File: src/rtl/spc_pkg.sv
package spc_pkg;

   // Control register layout: bit 2 polarity, bit 1 capture, bit 0 invert
   typedef struct packed {
      logic pos_sel;      // 1: high-going pulses are active
      logic capture_en;   // 1: filtered/stretched path drives the counter
      logic irq_invert;   // 1: interrupt line inverted
   } spc_ctrl_t;

   localparam int CTRL_BITS = $bits(spc_ctrl_t);

   typedef enum logic [1:0] {
      STR_IDLE = 2'd0,
      STR_HOLD = 2'd1,
      STR_GAP  = 2'd2
   } spc_str_e;

   typedef enum logic {
      FLT_ARMED = 1'b0,
      FLT_SPENT = 1'b1
   } spc_flt_e;

endpackage

File: src/rtl/spc_sync.sv
module spc_sync #(
   parameter int              STAGES  = 2,
   parameter int              WIDTH   = 2,
   parameter logic [WIDTH-1:0] RST_VAL = '1
) (
   input  logic             clk,
   input  logic             rst_n,
   input  logic [WIDTH-1:0] d_i,
   output logic [WIDTH-1:0] q_o
);

   if (STAGES < 2) begin : g_bad_stages
      $error("spc_sync: STAGES must be at least 2");
   end
   if (WIDTH < 1) begin : g_bad_width
      $error("spc_sync: WIDTH must be at least 1");
   end

   for (genvar i = 0; i < STAGES; i++) begin : g_stg
      logic [WIDTH-1:0] q;
      if (i == 0) begin : g_first
         always_ff @(posedge clk or negedge rst_n) begin
            if (!rst_n) q <= RST_VAL;
            else        q <= d_i;
         end
      end else begin : g_next
         always_ff @(posedge clk or negedge rst_n) begin
            if (!rst_n) q <= RST_VAL;
            else        q <= g_stg[i-1].q;
         end
      end
   end

   assign q_o = g_stg[STAGES-1].q;

endmodule

File: src/rtl/spc_ctrl_reg.sv
module spc_ctrl_reg
   import spc_pkg::*;
#(
   parameter int                ADDR_W   = 8,
   parameter int                DATA_W   = 8,
   parameter logic [ADDR_W-1:0] REG_ADDR = 'hE4
) (
   input  logic              clk,
   input  logic              rst_n,
   input  logic              we_i,
   input  logic [ADDR_W-1:0] addr_i,
   input  logic [DATA_W-1:0] wdata_i,
   output spc_ctrl_t         ctrl_o
);

   if (DATA_W < CTRL_BITS) begin : g_bad_data
      $error("spc_ctrl_reg: DATA_W too narrow for control fields");
   end

   logic hit;
   assign hit = we_i && (addr_i == REG_ADDR);

   if (DATA_W > CTRL_BITS) begin : g_hi
      logic unused_hi;
      assign unused_hi = ^wdata_i[DATA_W-1:CTRL_BITS];
   end

   always_ff @(posedge clk or negedge rst_n) begin
      if (!rst_n)   ctrl_o <= '0;
      else if (hit) ctrl_o <= spc_ctrl_t'(wdata_i[CTRL_BITS-1:0]);
   end

endmodule

File: src/rtl/spc_width_filter.sv
module spc_width_filter
   import spc_pkg::*;
#(
   parameter int RUN_LEN = 3
) (
   input  logic clk,
   input  logic rst_n,
   input  logic samp_en,
   input  logic act_i,
   output logic accept_o
);

   if (RUN_LEN < 2) begin : g_bad_run
      $error("spc_width_filter: RUN_LEN must be at least 2");
   end

   localparam int             CW   = $clog2(RUN_LEN);
   localparam logic [CW-1:0]  LAST = CW'(RUN_LEN - 1);

   logic [CW-1:0] run_q;
   spc_flt_e      st_q;

   // Accept on the RUN_LEN-th consecutive active tick
   assign accept_o = samp_en && act_i && (st_q == FLT_ARMED) && (run_q == LAST);

   always_ff @(posedge clk or negedge rst_n) begin
      if (!rst_n) begin
         run_q <= '0;
         st_q  <= FLT_ARMED;
      end else if (samp_en) begin
         if (!act_i) begin
            run_q <= '0;
            st_q  <= FLT_ARMED;
         end else if (st_q == FLT_ARMED) begin
            if (run_q == LAST) begin
               run_q <= '0;
               st_q  <= FLT_SPENT;
            end else begin
               run_q <= run_q + 1'b1;
            end
         end
      end
   end

endmodule

File: src/rtl/spc_stretch.sv
module spc_stretch
   import spc_pkg::*;
#(
   parameter int HOLD_TICKS = 24,
   parameter int GAP_TICKS  = 24
) (
   input  logic clk,
   input  logic rst_n,
   input  logic samp_en,
   input  logic fire_i,
   output logic hold_o
);

   if (HOLD_TICKS < 2 || GAP_TICKS < 2) begin : g_bad_ticks
      $error("spc_stretch: HOLD_TICKS and GAP_TICKS must be at least 2");
   end

   localparam int            MAXT      = (HOLD_TICKS > GAP_TICKS) ? HOLD_TICKS : GAP_TICKS;
   localparam int            CW        = $clog2(MAXT);
   localparam logic [CW-1:0] HOLD_LAST = CW'(HOLD_TICKS - 1);
   localparam logic [CW-1:0] GAP_LAST  = CW'(GAP_TICKS - 1);

   spc_str_e      st_q;
   logic [CW-1:0] cnt_q;

   always_ff @(posedge clk or negedge rst_n) begin
      if (!rst_n) begin
         st_q  <= STR_IDLE;
         cnt_q <= '0;
      end else begin
         unique case (st_q)
            STR_IDLE: begin
               if (fire_i) begin
                  st_q  <= STR_HOLD;
                  cnt_q <= '0;
               end
            end
            STR_HOLD: begin
               if (samp_en) begin
                  if (cnt_q == HOLD_LAST) begin
                     st_q  <= STR_GAP;
                     cnt_q <= '0;
                  end else begin
                     cnt_q <= cnt_q + 1'b1;
                  end
               end
            end
            STR_GAP: begin
               if (samp_en) begin
                  if (cnt_q == GAP_LAST) begin
                     st_q  <= STR_IDLE;
                     cnt_q <= '0;
                  end else begin
                     cnt_q <= cnt_q + 1'b1;
                  end
               end
            end
            default: begin
               st_q  <= STR_IDLE;
               cnt_q <= '0;
            end
         endcase
      end
   end

   assign hold_o = (st_q == STR_HOLD);

endmodule

File: src/rtl/sync_pulse_cond.sv
module sync_pulse_cond
   import spc_pkg::*;
#(
   parameter int                OSC_PER_MC      = 12,
   parameter int                SAMPLES_PER_OSC = 2,
   parameter int                RUN_LEN         = 3,
   parameter int                SYNC_STAGES     = 2,
   parameter int                ADDR_W          = 8,
   parameter int                DATA_W          = 8,
   parameter logic [ADDR_W-1:0] REG_ADDR        = 'hE4,
   parameter bit                CNT_ACTIVE_LOW  = 1'b1
) (
   input  logic              clk,
   input  logic              rst_n,
   input  logic              samp_en,
   input  logic              hsync_pin,
   input  logic              vsync_pin,
   input  logic              reg_we,
   input  logic [ADDR_W-1:0] reg_addr,
   input  logic [DATA_W-1:0] reg_wdata,
   output logic              tcount_o,
   output logic              irq_line_o
);

   localparam int HOLD_TICKS = OSC_PER_MC * SAMPLES_PER_OSC;
   localparam int GAP_TICKS  = HOLD_TICKS;

   // A pulse under one oscillator period spans at most SAMPLES_PER_OSC ticks
   if (RUN_LEN <= SAMPLES_PER_OSC) begin : g_bad_filter
      $error("sync_pulse_cond: RUN_LEN must exceed SAMPLES_PER_OSC");
   end
   if (OSC_PER_MC < 1) begin : g_bad_mc
      $error("sync_pulse_cond: OSC_PER_MC must be positive");
   end

   spc_ctrl_t ctrl_q;
   logic      ctrl_cap;
   logic      ctrl_inv;
   logic      ctrl_pos;
   logic      h_s;
   logic      v_s;
   logic      act_w;
   logic      fire_w;
   logic      hold_w;
   logic      stretched;

   spc_ctrl_reg #(
      .ADDR_W   (ADDR_W),
      .DATA_W   (DATA_W),
      .REG_ADDR (REG_ADDR)
   ) u_ctrl (
      .clk     (clk),
      .rst_n   (rst_n),
      .we_i    (reg_we),
      .addr_i  (reg_addr),
      .wdata_i (reg_wdata),
      .ctrl_o  (ctrl_q)
   );

   assign ctrl_cap = ctrl_q.capture_en;
   assign ctrl_inv = ctrl_q.irq_invert;
   assign ctrl_pos = ctrl_q.pos_sel;

   spc_sync #(
      .STAGES  (SYNC_STAGES),
      .WIDTH   (2),
      .RST_VAL (2'b11)
   ) u_sync (
      .clk   (clk),
      .rst_n (rst_n),
      .d_i   ({vsync_pin, hsync_pin}),
      .q_o   ({v_s, h_s})
   );

   assign act_w = ctrl_pos ? h_s : ~h_s;

   spc_width_filter #(
      .RUN_LEN (RUN_LEN)
   ) u_filter (
      .clk      (clk),
      .rst_n    (rst_n),
      .samp_en  (samp_en),
      .act_i    (act_w),
      .accept_o (fire_w)
   );

   spc_stretch #(
      .HOLD_TICKS (HOLD_TICKS),
      .GAP_TICKS  (GAP_TICKS)
   ) u_stretch (
      .clk     (clk),
      .rst_n   (rst_n),
      .samp_en (samp_en),
      .fire_i  (fire_w),
      .hold_o  (hold_w)
   );

   if (CNT_ACTIVE_LOW) begin : g_act_low
      assign stretched = ~hold_w;
   end else begin : g_act_high
      assign stretched = hold_w;
   end

   assign tcount_o   = ctrl_cap ? stretched : h_s;
   assign irq_line_o = v_s ^ ctrl_inv;

endmodule

File: config.mk
export PLATFORM = sky130hd
export DESIGN_NAME = sync_pulse_cond
export DESIGN_NICKNAME = d
export VERILOG_FILES = /design/src/rtl/spc_pkg.sv /design/src/rtl/spc_sync.sv /design/src/rtl/spc_ctrl_reg.sv /design/src/rtl/spc_width_filter.sv /design/src/rtl/spc_stretch.sv /design/src/rtl/sync_pulse_cond.sv
export SDC_FILE = /design/constraint.sdc
export NUM_CORES = 1
export LEC_CHECK = 0
export ABC_AREA = 1
export BUFFER_PORTS_ARGS = -buffer_cell sky130_fd_sc_hd__buf_2
export CORE_MARGIN = 5
export CORE_UTILIZATION = 46
export CTS_CLUSTER_SIZE = 20
export DETAILED_ROUTE_END_ITERATION = 12
export PLACE_DENSITY = 0.73
export SLEW_MARGIN = 10
export SYNTH_ARGS = -nofsm -noshare
export SYNTH_HDL_FRONTEND = slang
export SYNTH_SLANG_ARGS = --single-unit
export TNS_END_PERCENT = 5
File: constraint.sdc
create_clock -name clk -period 1.2 [get_ports clk]
set_input_delay 0.06 -clock clk [delete_from_list [all_inputs] [get_ports clk]]
set_output_delay 0.06 -clock clk [all_outputs]
set_load 0.02 [all_outputs]
# [After elaboration in Yosys (flattened, before gate mapping)]
# Index checks and enable logic that the tools add are counted.
[totals] input_bits=22 wordCells=54 ff_bits=17
[op_classes] muxes=18 reduce_logical=9 n_addsub=2 n_eq_ne=12 n_bitwise=4
[op_table] operator="2-bit 2-to-1 mux" n=8
[op_table] operator="5-bit 2-to-1 mux" n=3
[op_table] operator="5-bit one-hot mux with 2 select lines" n=1
[op_table] operator="8-bit == test, second input constant" n=1
[op_table] operator="2-bit inequality test, second input constant" n=4
[op_table] operator="2-bit by 1-bit inequality test with 1-bit output, second input constant" n=3
[op_table] operator="2-bit one-hot mux with 3 select lines" n=1
[op_table] operator="5-bit by 1-bit adder with 5-bit output, second input constant" n=1
[op_table] operator="5-bit == test, second input constant" n=1
[op_table] operator="1-bit 2-to-1 mux" n=5
[op_table] operator="5-bit AND reduction" n=1
[op_table] operator="2-bit == test, second input constant" n=2
[op_table] operator="1-bit logical AND" n=4
[op_table] operator="2-bit AND reduction" n=2
[op_table] operator="1-bit NOT" n=3
[op_table] operator="2-bit by 1-bit adder with 2-bit output, second input constant" n=1
[op_table] operator="2-bit by 1-bit == test with 1-bit output, second input constant" n=1
[op_table] operator="2-bit zero test" n=1
[op_table] operator="2-bit OR reduction" n=1
[op_table] operator="1-bit XOR" n=1

# [Longest topological paths before layout]
# Gate-level depths: netlist of run 1.
[depth] word_depth=7 ltp_mapped=8 depth_no_buf=8

# [Hierarchy]
# Synthesis of run 1 repeated with hierarchy kept, for this count alone.
[hier_totals] hier_cells=117 area_unflattened_um2=959.7
[by_module_without_submodules] module="spc_stretch" area_each_um2=467.9 n_inst=1 cells_per_inst=56
[by_module_without_submodules] module="spc_ctrl_reg" area_each_um2=175.2 n_inst=1 cells_per_inst=20
[by_module_without_submodules] module="spc_width_filter" area_each_um2=155.1 n_inst=1 cells_per_inst=22
[by_module_without_submodules] module="spc_sync" area_each_um2=105.1 n_inst=1 cells_per_inst=4
[by_module_without_submodules] module="sync_pulse_cond" area_each_um2=56.3 n_inst=1 cells_per_inst=15

# [Worst setup path after synthesis of run 1]
# OpenSTA, ideal clock, no wires.
[synth_path] path_kind="flip-flop to flip-flop" from="register u_stretch.st_q[0]" to="register u_stretch.cnt_q[2]" arrival_time_ns=1.145 stages_incl_launch_ff=7 period_less_slack_ns=1.262 setup_ns=0.117 slack_ns=-0.062 cell_sequence="dfrtp_1 inv_1 ha_1 nand2_1 nand2_4 nand2_1 nand2_1"
[synth_between] elab_chain_len=4 elab_cells_between_ends=8 cone_classes="eq/ne: 4; mux: 1; reduce/logical: 3"
[synth_lines] item="from (decl)" line="spc_stretch.sv:23" source="spc_str_e st_q;"
[synth_lines] item="from (signal assigned)" line="spc_stretch.sv:28" source="st_q <= STR_IDLE;"
[synth_lines] item="from (signal assigned)" line="spc_stretch.sv:34" source="st_q <= STR_HOLD;"
[synth_lines] item="from (signal assigned)" line="spc_stretch.sv:41" source="st_q <= STR_GAP;"
[synth_lines] item="2-bit by 1-bit == test with 1-bit output or 2-bit == test (tied branches)" line="spc_stretch.sv:31" source="unique case (st_q)"
[synth_lines] item="2-bit OR reduction (no source line)"
[synth_lines] item="2-bit by 1-bit inequality test with 1-bit output (no source line)"
[synth_lines] item="2-bit AND reduction (no source line)"
[synth_lines] item="to (signal assigned)" line="spc_stretch.sv:44" source="cnt_q <= cnt_q + 1'b1;"
[synth_lines] item="to (signal assigned)" line="spc_stretch.sv:54" source="cnt_q <= cnt_q + 1'b1;"
[synth_lines] item="to (decl)" line="spc_stretch.sv:24" source="logic [CW-1:0] cnt_q;"
# Parallel ways exist; a longest one is shown, timed or not.
# A chain may end at the register's enable or synchronous reset.

# [Worst setup path in the final report of run 1]
[layout_path] from="register u_stretch.st_q[0]" to="output tcount_o"
[layout_between] elab_chain_len=3
[layout_lines] item="2-bit by 1-bit == test with 1-bit output" line="spc_stretch.sv:66" source="assign hold_o = (st_q == STR_HOLD);"
[layout_lines] item="1-bit NOT" line="sync_pulse_cond.sv:99" source="assign stretched = ~hold_w;"
[layout_lines] item="1-bit 2-to-1 mux" line="sync_pulse_cond.sv:104" source="assign tcount_o = ctrl_cap ? stretched : h_s;"
[layout_lines] item="to (decl)" line="sync_pulse_cond.sv:21" source="output logic tcount_o,"
# Every way passes these cells.

==> metrics.cfg, run 1 <==
[status]
status = finished with violations
violations = negative setup slack

[final_layout]
nFillCells = 152
drive_gt1_frac = 0.382
nNetsFinal = 181
final_util = 0.672
final_common_cell = nand2_1
multi_input_area_sq_um = 541
area_delta_synth_final_pct = 38.7
seq_area_sq_um = 430
layout_common_cells = 28 x nand2_1, 16 x buf_2, 13 x inv_1, 13 x dfrtp_1, 10 x buf_4
antennaDiodeCount = 0

[hold_path]
hold_class = in2reg
hold_path.startpoint = reg_addr[3]

[setup_path]
startpoint = u_stretch.st_q[0]
worstSetupEndpoint = tcount_o
start_kind = flop
critPathMaxFanout = 3
rr_endpoint = u_stretch.st_q[0]
reg2reg_depth = 7
worstPathArrival_ns = 1.27
path_class = reg2out
crit_path_end_kind = primary output
required_ns = 1.14
worstReg2RegStart = u_stretch.st_q[0]
reg2reg_slack_ns = -0.10

[clocking]
insertion_delay_ns = 0.29
cts.htree.levels = 1
cts_buffers = 3
clk_path_buf_depth = 2
cts_tree = done
clkTransAtPathRegs_ns = 0.10
cts-root-buf = clkbuf_4
clock-sinks = 17

[power]
power_density_nw_per_um2 = 1750
power_uw = 2340
peakVddDrop_uv = 1490
p_leak_uw = 0.000691

[timing]
relSlewSlack = 0.736
rsz0062_at_grt = true
hold-worst-slack_ns = 0.156
fin_ws_ns = -0.135
finClkSkew_ns = 0.00258
worst_pin_slew_ns = 0.396
finalSetupTns_ns = -0.435
min_period_over_period = 1.11
period_needed_ns = 1.33
fmax_mhz = 749
setup_violations = 8
slew_violations = 0
hold_violations = 0

[drt]
wirelength_microns = 2100
dr.pass1.iters = 4
wl_per_cell_microns = 11.7
vias_per_cell = 4.73
drc = 0
vias = 846
ant_nets = 0
drt_iter0_drc = 17

[yosys]
synth_nets = 142
synth_cell_types = 25
ys_seq_area_frac = 0.448
ys_ff_latch = 17
synth.avg_cell_area_sq_um = 8.43
ys_warn_count = 0
syn_inst = 114
synthesis.area_sq_um = 961

[floorplanning]
start_util = 0.485
die_w_microns = 55.7
die_h_microns = 55.7
die-area_sq_um = 3100
io_pins = 24
core_area_sq_um = 1980
num_rows = 16

[grt]
grt_pass1_wl_microns = 3410
antenna_found_initial = 0
track_usage = 0.140
grt-ovfl-total = 0
grt_start_max_net_pins = 18
grt_pass1_vias = 820

[place]
dp_hpwl_microns = 1430
gp_congestion = 0.749
place_ws_ns = -0.0933
portBuffers = 18

[run]
drv_cap = 0

==> metal layers <==
layer	routed length [microns]	track usage	up-vias
met1	899	0.151	392
met4	28	0.0521	0
met5	0	0	-
met2	1110	0.258	12
li1	-	-	436
met3	61	0.0371	6
==> cells by family (layout without fill, tap and decap cells) <==
| kind of cell | Yosys count | count (layout) | synth area share |
|---|---|---|---|
| AND/OR/NAND/NOR | 64 | 64 | 0.344 |
| flip-flops | 17 | 17 | 0.448 |
| buffers and inverters | 17 | 55 | 0.0664 |
| AO/OA/AOI/OAI | 9 | 9 | 0.0547 |
| adder cells (fa/ha/maj) | 6 | 6 | 0.0781 |
| XOR/XNOR | 1 | 1 | 0.00912 |
==> where the power goes <==
part,internal (uW),switching (uW)
logic,604,645
clock network,129,181
registers,679,101
total,1410,927
==> flip-flops by register name (all words and copies together) (netlist names) <==
name	cells
u_sync.g_stg.q	2
u_sync.q_o	2
u_stretch.st_q	2
u_stretch.cnt_q	5
u_filter.st_q	1
u_filter.run_q	2
u_ctrl.ctrl_o	3
==> synth_stat cells <==
library cell,n,area [sq um]
ha_1,6,75.1
inv_1,15,56.3
nand4_2,1,12.5
nand2_4,1,11.3
dfstp_2,4,105
nand2_8,1,20.0
and3_1,1,6.26
nor3_1,2,10.0
nand4_1,2,12.5
nand2_1,32,120
nor2_4,1,11.3
o22ai_1,1,6.26
nand2_2,3,18.8
nand3_1,9,45.0
o21ai_0,2,10.0
inv_2,2,7.51
or2_4,1,8.76
o21bai_2,1,11.3
dfrtp_1,13,325
nor2_2,1,6.26
a21oi_1,2,10.0
o21ai_1,3,15.0
xor2_1,1,8.76
nor2_1,8,30.0
nand3_4,1,17.5
==> what timing repair did <==
action / 4_1_cts / 5_1_grt
gates resized for setup: 10 / 10
pin swaps: 2 / 6
buffers inserted: 3 / 1
hold endpoints to repair: 22 / 0
setup endpoints to repair: 9 / 11
hold buffers: 6 / 0
==> how the worst min path moves through the flow <==
stage | endpoint | slack [ns] | depth (start not counted)
after floorplan | u_ctrl.ctrl_o[0] | -0.24 | 0
after global placement | u_stretch.st_q[0] | 0.0007 | 1
after detailed placement | u_stretch.st_q[0] | 0.005 | 1
after CTS | u_ctrl.ctrl_o[0] | 0.15 | 4
after global routing | u_ctrl.ctrl_o[2] | 0.17 | 4
final | u_ctrl.ctrl_o[2] | 0.16 | 4
==> critical path, cell delays in order, from the launching register on <==
cell	delay, ns
dfrtp_1	0.45
ha_4	0.19
buf_6	0.11
a21oi_4	0.11
buf_6	0.13
==> through the flow <==
stage / cells / cell area (sq um)
floorplan: 114 / 963
global placement: 165 / 1130
detailed placement: 165 / 1130
CTS: 178 / 1280
global route: 179 / 1330
finish: 179 / 1330
==> area by class of cell <==
type,count,area share
Timing Repair Buffer,34,0.178
Tap cell,27,0.0254
Sequential cell,17,0.323
Multi-Input combinational cell,80,0.406
Inverter,17,0.0479
Clock buffer,4,0.0197
No activity file was read; power rests on OpenSTA's default activity.
==> run 2: changes to the inputs <==
- PLACE_DENSITY: 0.73 -> default
- PLACE_DENSITY_LB_ADDON: default -> 0.1
- SYNTH_HIERARCHICAL: default -> 1
==> metrics.cfg, run 2 <==
[status]
status = finished with violations
violations = negative setup slack

[drt]
dr.pass1.iters = 4
drt_iter0_drc = 5
vias_per_cell = 4.56
drc = 0
vias = 861
wl_per_cell_microns = 10.8
wirelength_microns = 2030
ant_nets = 0

[yosys]
synth_cell_types = 21
ys_ff_latch = 17
synth-async-reset-ratio = 1.00
yosysTopAreaCellShare = 0.339
synth_top_area_cell = dfrtp_1
syn_inst = 117
synth_nets = 145
synthTopCellsByCount = 43 x nand2_1, 14 x inv_1, 13 x dfrtp_1
ys_top_cells_by_area = dfrtp_1 34%, nand2_1 17%, dfstp_2 11%
synthFlopType = dfrtp_1
ys_warn_count = 6
ys_seq_area_frac = 0.449
synthesis.area_sq_um = 960
synth_edf_count = 0
synth.avg_cell_area_sq_um = 8.20
yosysMostFrequentCell = nand2_1

[power]
p_sw_uw = 848
peakVddDrop_uv = 982
p_leak_uw = 0.000698
p_clk_frac = 0.137
power.share.switching = 0.372
power_density_nw_per_um2 = 1670
cell_internal_pwr_uw = 1430
p_seq_frac = 0.326
comb_power_share = 0.537

[grt]
grt-ovfl-total = 0
grt_pass1_wl_microns = 3620
antenna_found_initial = 0
track_usage = 0.147
grt_start_max_net_pins = 18
grt_pass1_vias = 908

[final_layout]
top_regs = u_stretch/cnt_q (5), u_ctrl/ctrl_o (3)
largest_reg_flops = 5
area_delta_synth_final_pct = 42.2
layout_common_cells = 41 x nand2_1, 19 x buf_4, 17 x buf_2
nNetsFinal = 191
nFillCells = 153
antennaDiodeCount = 0
largest_register = u_stretch/cnt_q
drive_gt1_frac = 0.444
final_util = 0.689
final_area_sq_um = 1370
final_common_cell = nand2_1

[floorplanning]
die_w_microns = 55.7
num_rows = 16
die-area_sq_um = 3100
start_util = 0.484
die_h_microns = 55.7
core_area_sq_um = 1980
io_pins = 24

[setup_path]
startpoint = u_stretch/st_q[1]
worstSetupEndpoint = u_stretch/st_q[1]
worstPathArrival_ns = 1.58
path_class = reg2reg
required_ns = 1.40
worstReg2RegStart = u_stretch/st_q[1]
critPathMaxFanout = 3
crit_path_end_kind = flop
reg2reg_slack_ns = -0.18
start_kind = flop
reg2reg_depth = 8
rr_endpoint = u_stretch/st_q[1]

[clocking]
clock-sinks = 17
cts-root-buf = clkbuf_4
cts_buffers = 3
clkTransAtPathRegs_ns = 0.11
cts.htree.levels = 1
insertion_delay_ns = 0.30
clk_path_buf_depth = 2
cts_tree = done

[timing]
min_period_over_period = 1.15
relSlewSlack = 0.733
fmax_mhz = 724
period_needed_ns = 1.38
rsz0062_at_grt = true
finClkSkew_ns = 0.00951
worst_pin_slew_ns = 0.401
setup_violations = 8
fin_ws_ns = -0.181
hold_violations = 0
slew_violations = 0

[place]
gp_congestion = 0.786
portBuffers = 18
placed_area_sq_um = 1230
dp_hpwl_microns = 1510

[hold_path]
hold_class = in2reg

[run]
drv_cap = 0

==> run 2: worst max-delay path: stages (launching register included) <==
cell and delay [ns]:
dfrtp_1 0.41, buf_4 0.14, buf_4 0.12, ha_1 0.16, or2_4 0.24, nand2_4 0.07, nand2_2 0.05, nand2_1 0.05
nand2_1 0.04
==> run 2: layout make-up <==
cell class                      instances  area (sq um)  area share
Multi-Input combinational cell         85           537       0.393
Sequential cell                        17           430       0.315
Timing Repair Buffer                   41           280       0.205
Inverter                               15          56.3      0.0412
Tap cell                               27          33.8      0.0247
Clock buffer                            3          22.5      0.0165
Clock inverter                          1          5.00     0.00367
==> run 2: worst min path at each step <==
stage                             from           endpoint  slack [ns]  cells past startpoint
after CTS                 reg_wdata[2]   u_ctrl/ctrl_o[2]       0.004                      3
after global routing      reg_wdata[2]   u_ctrl/ctrl_o[2]       0.008                      3
after floorplan                  rst_n   u_ctrl/ctrl_o[0]       -0.24                      0
after detailed placement         rst_n  u_filter/run_q[1]        0.01                      1
final                     reg_wdata[2]   u_ctrl/ctrl_o[2]        0.02                      3
after global placement           rst_n   u_ctrl/ctrl_o[0]       0.005                      1
==> run 2: routing by layer <==
| metal | vias to the layer above | global-route usage | routed length (microns) |
|---|---|---|---|
| met5 | - | 0 | 0 |
| met4 | 0 | 0.0938 | 57 |
| met3 | 7 | 0.0209 | 81 |
| met2 | 16 | 0.253 | 1030 |
| met1 | 386 | 0.170 | 865 |
| li1 | 452 | - | - |
==> run 2: power by group through the flow <==
stage / sequential, uW / combinational, uW / clock [uW]
detailed placement: 748 / 996 / 0
global placement: 739 / 966 / 0
global route: 757 / 1360 / 360
CTS: 737 / 1180 / 332
floorplan: 741 / 563 / 0
finish: 742 / 1220 / 313
==> run 2: stage by stage <==
step | hold WS (ns) | power (uW) | setup WS [ns] | TNS (ns) | std cells
2_1_floorplan | -0.236 | 1300 | -0.149 | -0.621 | 117
3_3_place_gp | 0.00462 | 1710 | -0.168 | -0.937 | 179
3_5_place_dp | 0.00967 | 1740 | -0.208 | -1.13 | 179
4_1_cts | 0.00394 | 2240 | -0.178 | -1.30 | 189
5_1_grt | 0.00807 | 2480 | -0.304 | -2.29 | 189
6_report | 0.0177 | 2280 | -0.181 | -1.32 | 189
==> run 2: kinds of logic (layout without fill, tap and decap cells) <==
group	after synthesis	count (layout)	share of synthesized area
AOI/OAI and AO/OA	6	6	0.0430
DFF	17	17	0.448
xor gates and xnor gates	1	1	0.00913
adders and majority gates	6	6	0.0782
and+or+nand+nor	72	72	0.362
buffers and inverters	15	60	0.0587
==> run 2: timing repair <==
item | in CTS | in global routing
pin swaps | 6 | 3
endpoints found under the hold margin | 19 | 0
buffers inserted | 3 | 0
hold buffers | 3 | 0
setup endpoints to repair | 8 | 12
gates resized for setup | 11 | 3
==> run 3: changes to the inputs <==
- CORE_UTILIZATION: 46 -> 55
- CTS_BUF_LIST: default -> sky130_fd_sc_hd__clkbuf_4 sky130_fd_sc_hd__clkbuf_8
- GPL_ROUTABILITY_DRIVEN: default -> 1
- clock period: 1.2 -> 1.8 ns (I/O delays scaled with it)
==> metrics.cfg, run 3 (synthesized netlist as in run 2, its figures left out) <==
[final_layout]
largest_reg_flops = 5
area_delta_synth_final_pct = 18.8
largest_register = u_stretch/cnt_q
drive_gt1_frac = 0.310
top_regs = u_stretch/cnt_q (5), u_ctrl/ctrl_o (3)
antennaDiodeCount = 0
final_common_cell = nand2_1
layout_common_cells = 43 x nand2_1, 18 x buf_2, 14 x inv_1
nNetsFinal = 171

[drt]
ant_nets = 0
vias = 770
dr.pass1.iters = 4
wirelength_microns = 1730
wl_per_cell_microns = 10.8
drc = 0
drt_iter0_drc = 9
vias_per_cell = 4.84

[clocking]
clock-sinks = 17
cts.htree.levels = 1
insertion_delay_ns = 0.28
cts_tree = done
cts-root-buf = clkbuf_4
clk_path_buf_depth = 2
cts_buffers = 3
post-cts-setup-buffer-count = 0
clkTransAtPathRegs_ns = 0.09

[hold_path]
min_to = u_ctrl/ctrl_o[0]
hold_class = in2reg
hold_path.startpoint = reg_wdata[0]
hold_depth = 3

[floorplanning]
die_h_microns = 51.8
core_area_sq_um = 1690
die_w_microns = 51.8
start_util = 0.568
num_rows = 15
io_pins = 24
die-area_sq_um = 2680

[setup_path]
worstPathArrival_ns = 1.78
required_ns = 1.97
path_class = reg2reg
crit_path_end_kind = flop
critPathMaxFanout = 7
start_kind = flop
rr_endpoint = u_stretch/cnt_q[4]
reg2reg_depth = 9
reg2reg_slack_ns = 0.19
worstReg2RegStart = u_sync/q_o[0]
startpoint = u_sync/q_o[0]

[timing]
fmax_mhz = 620
finClkSkew_ns = 0.00214
hold_violations = 0
finalSetupTns_ns = 0
period_needed_ns = 1.61
rsz0062_at_grt = false
hold-worst-slack_ns = 0.0660
setup_violations = 0
relSlewSlack = 0.753
min_period_over_period = 0.895
slew_violations = 0
worst_pin_slew_ns = 0.371

[place]
dp_hpwl_microns = 1350
portBuffers = 18
gp_congestion = 0.746

[power]
power.share.switching = 0.376
cell_internal_pwr_uw = 736
comb_power_share = 0.394
peakVddDrop_uv = 710
p_seq_frac = 0.423
p_sw_uw = 444
power_density_nw_per_um2 = 1040
p_clk_frac = 0.182
p_leak_uw = 0.000594

[grt]
track_usage = 0.155
grt_start_max_net_pins = 18
grt_pass1_wl_microns = 3050
antenna_found_initial = 0
grt_pass1_vias = 747
grt-ovfl-total = 0

[status]
status = finished, final reports clean

[run]
drv_cap = 0

run 3: cell types whose count changed in the layout (fill, tap and decap cells not counted), moves of 2 or more:
cell,change
nand2_1,+2
buf_4,-19
o21ai_0,+2
buf_6,-2
inv_2,-3
o21ai_1,-2
ha_4,-2
ha_1,+2
inv_1,+3
run 3: how the worst max path moves through the flow:
stage | to | slack, ns | cells after the start
floorplan | u_stretch/cnt_q[0] | 0.35 | 10
global placement | u_stretch/cnt_q[0] | 0.22 | 10
global route | u_stretch/cnt_q[0] | 0.03 | 10
detailed placement | u_stretch/cnt_q[4] | 0.17 | 9
finish | u_stretch/cnt_q[4] | 0.19 | 9
CTS | u_stretch/cnt_q[4] | 0.15 | 9
run 3: routing by layer:
metal / track usage / up-vias / part of all wire
met4: 0.0393 / 0 / 0.012
met5: 0 / - / 0
met1: 0.177 / 336 / 0.44
met2: 0.286 / 14 / 0.50
li1: - / 416 / -
met3: 0.0372 / 4 / 0.040
run 3: stage by stage:
step / setup WS (ns) / cells / instance area (sq um) / util / power (uW)
3_5_place_dp: 0.165 / 152 / 1070 / 0.634 / 965
5_1_grt: 0.0290 / 159 / 1140 / 0.675 / 1280
2_1_floorplan: 0.345 / 117 / 960 / - / 861
3_3_place_gp: 0.219 / 152 / 1070 / 0.634 / 947
6_report: 0.188 / 159 / 1140 / 0.675 / 1180
4_1_cts: 0.148 / 159 / 1130 / 0.670 / 1190
run 3: what timing repair did:
action	CTS	global route
endpoints found under the setup margin	0	2
resized for setup	0	2
hold buffers	3	0
endpoints found under the hold margin	15	0
run 3: power groups by stage:
stage | Combinational [uW] | Sequential (uW) | Clock, uW
after floorplan | 367 | 494 | 0
after global placement | 442 | 505 | 0
after detailed placement | 458 | 507 | 0
after CTS | 464 | 499 | 229
after global routing | 527 | 508 | 246
final | 466 | 500 | 215
run 3: final cells by class:
type | instances | area (sq um)
Tap cell | 17 | 21.3
Sequential cell | 17 | 430
Clock buffer | 4 | 30.0
Multi-Input combinational cell | 85 | 482
Timing Repair Buffer | 21 | 120
Fill cell | 145 | 549
Inverter | 15 | 56.3
run 3: critical path, stage by stage (launching register included):
cell and delay, ns:
dfstp_2 0.55, nand2_1 0.06, nand2_1 0.12, nand2_2 0.09
nor3_2 0.16, inv_1 0.09, nand2_4 0.10, o21ai_4 0.09
o21ai_1 0.13, o21ai_0 0.11
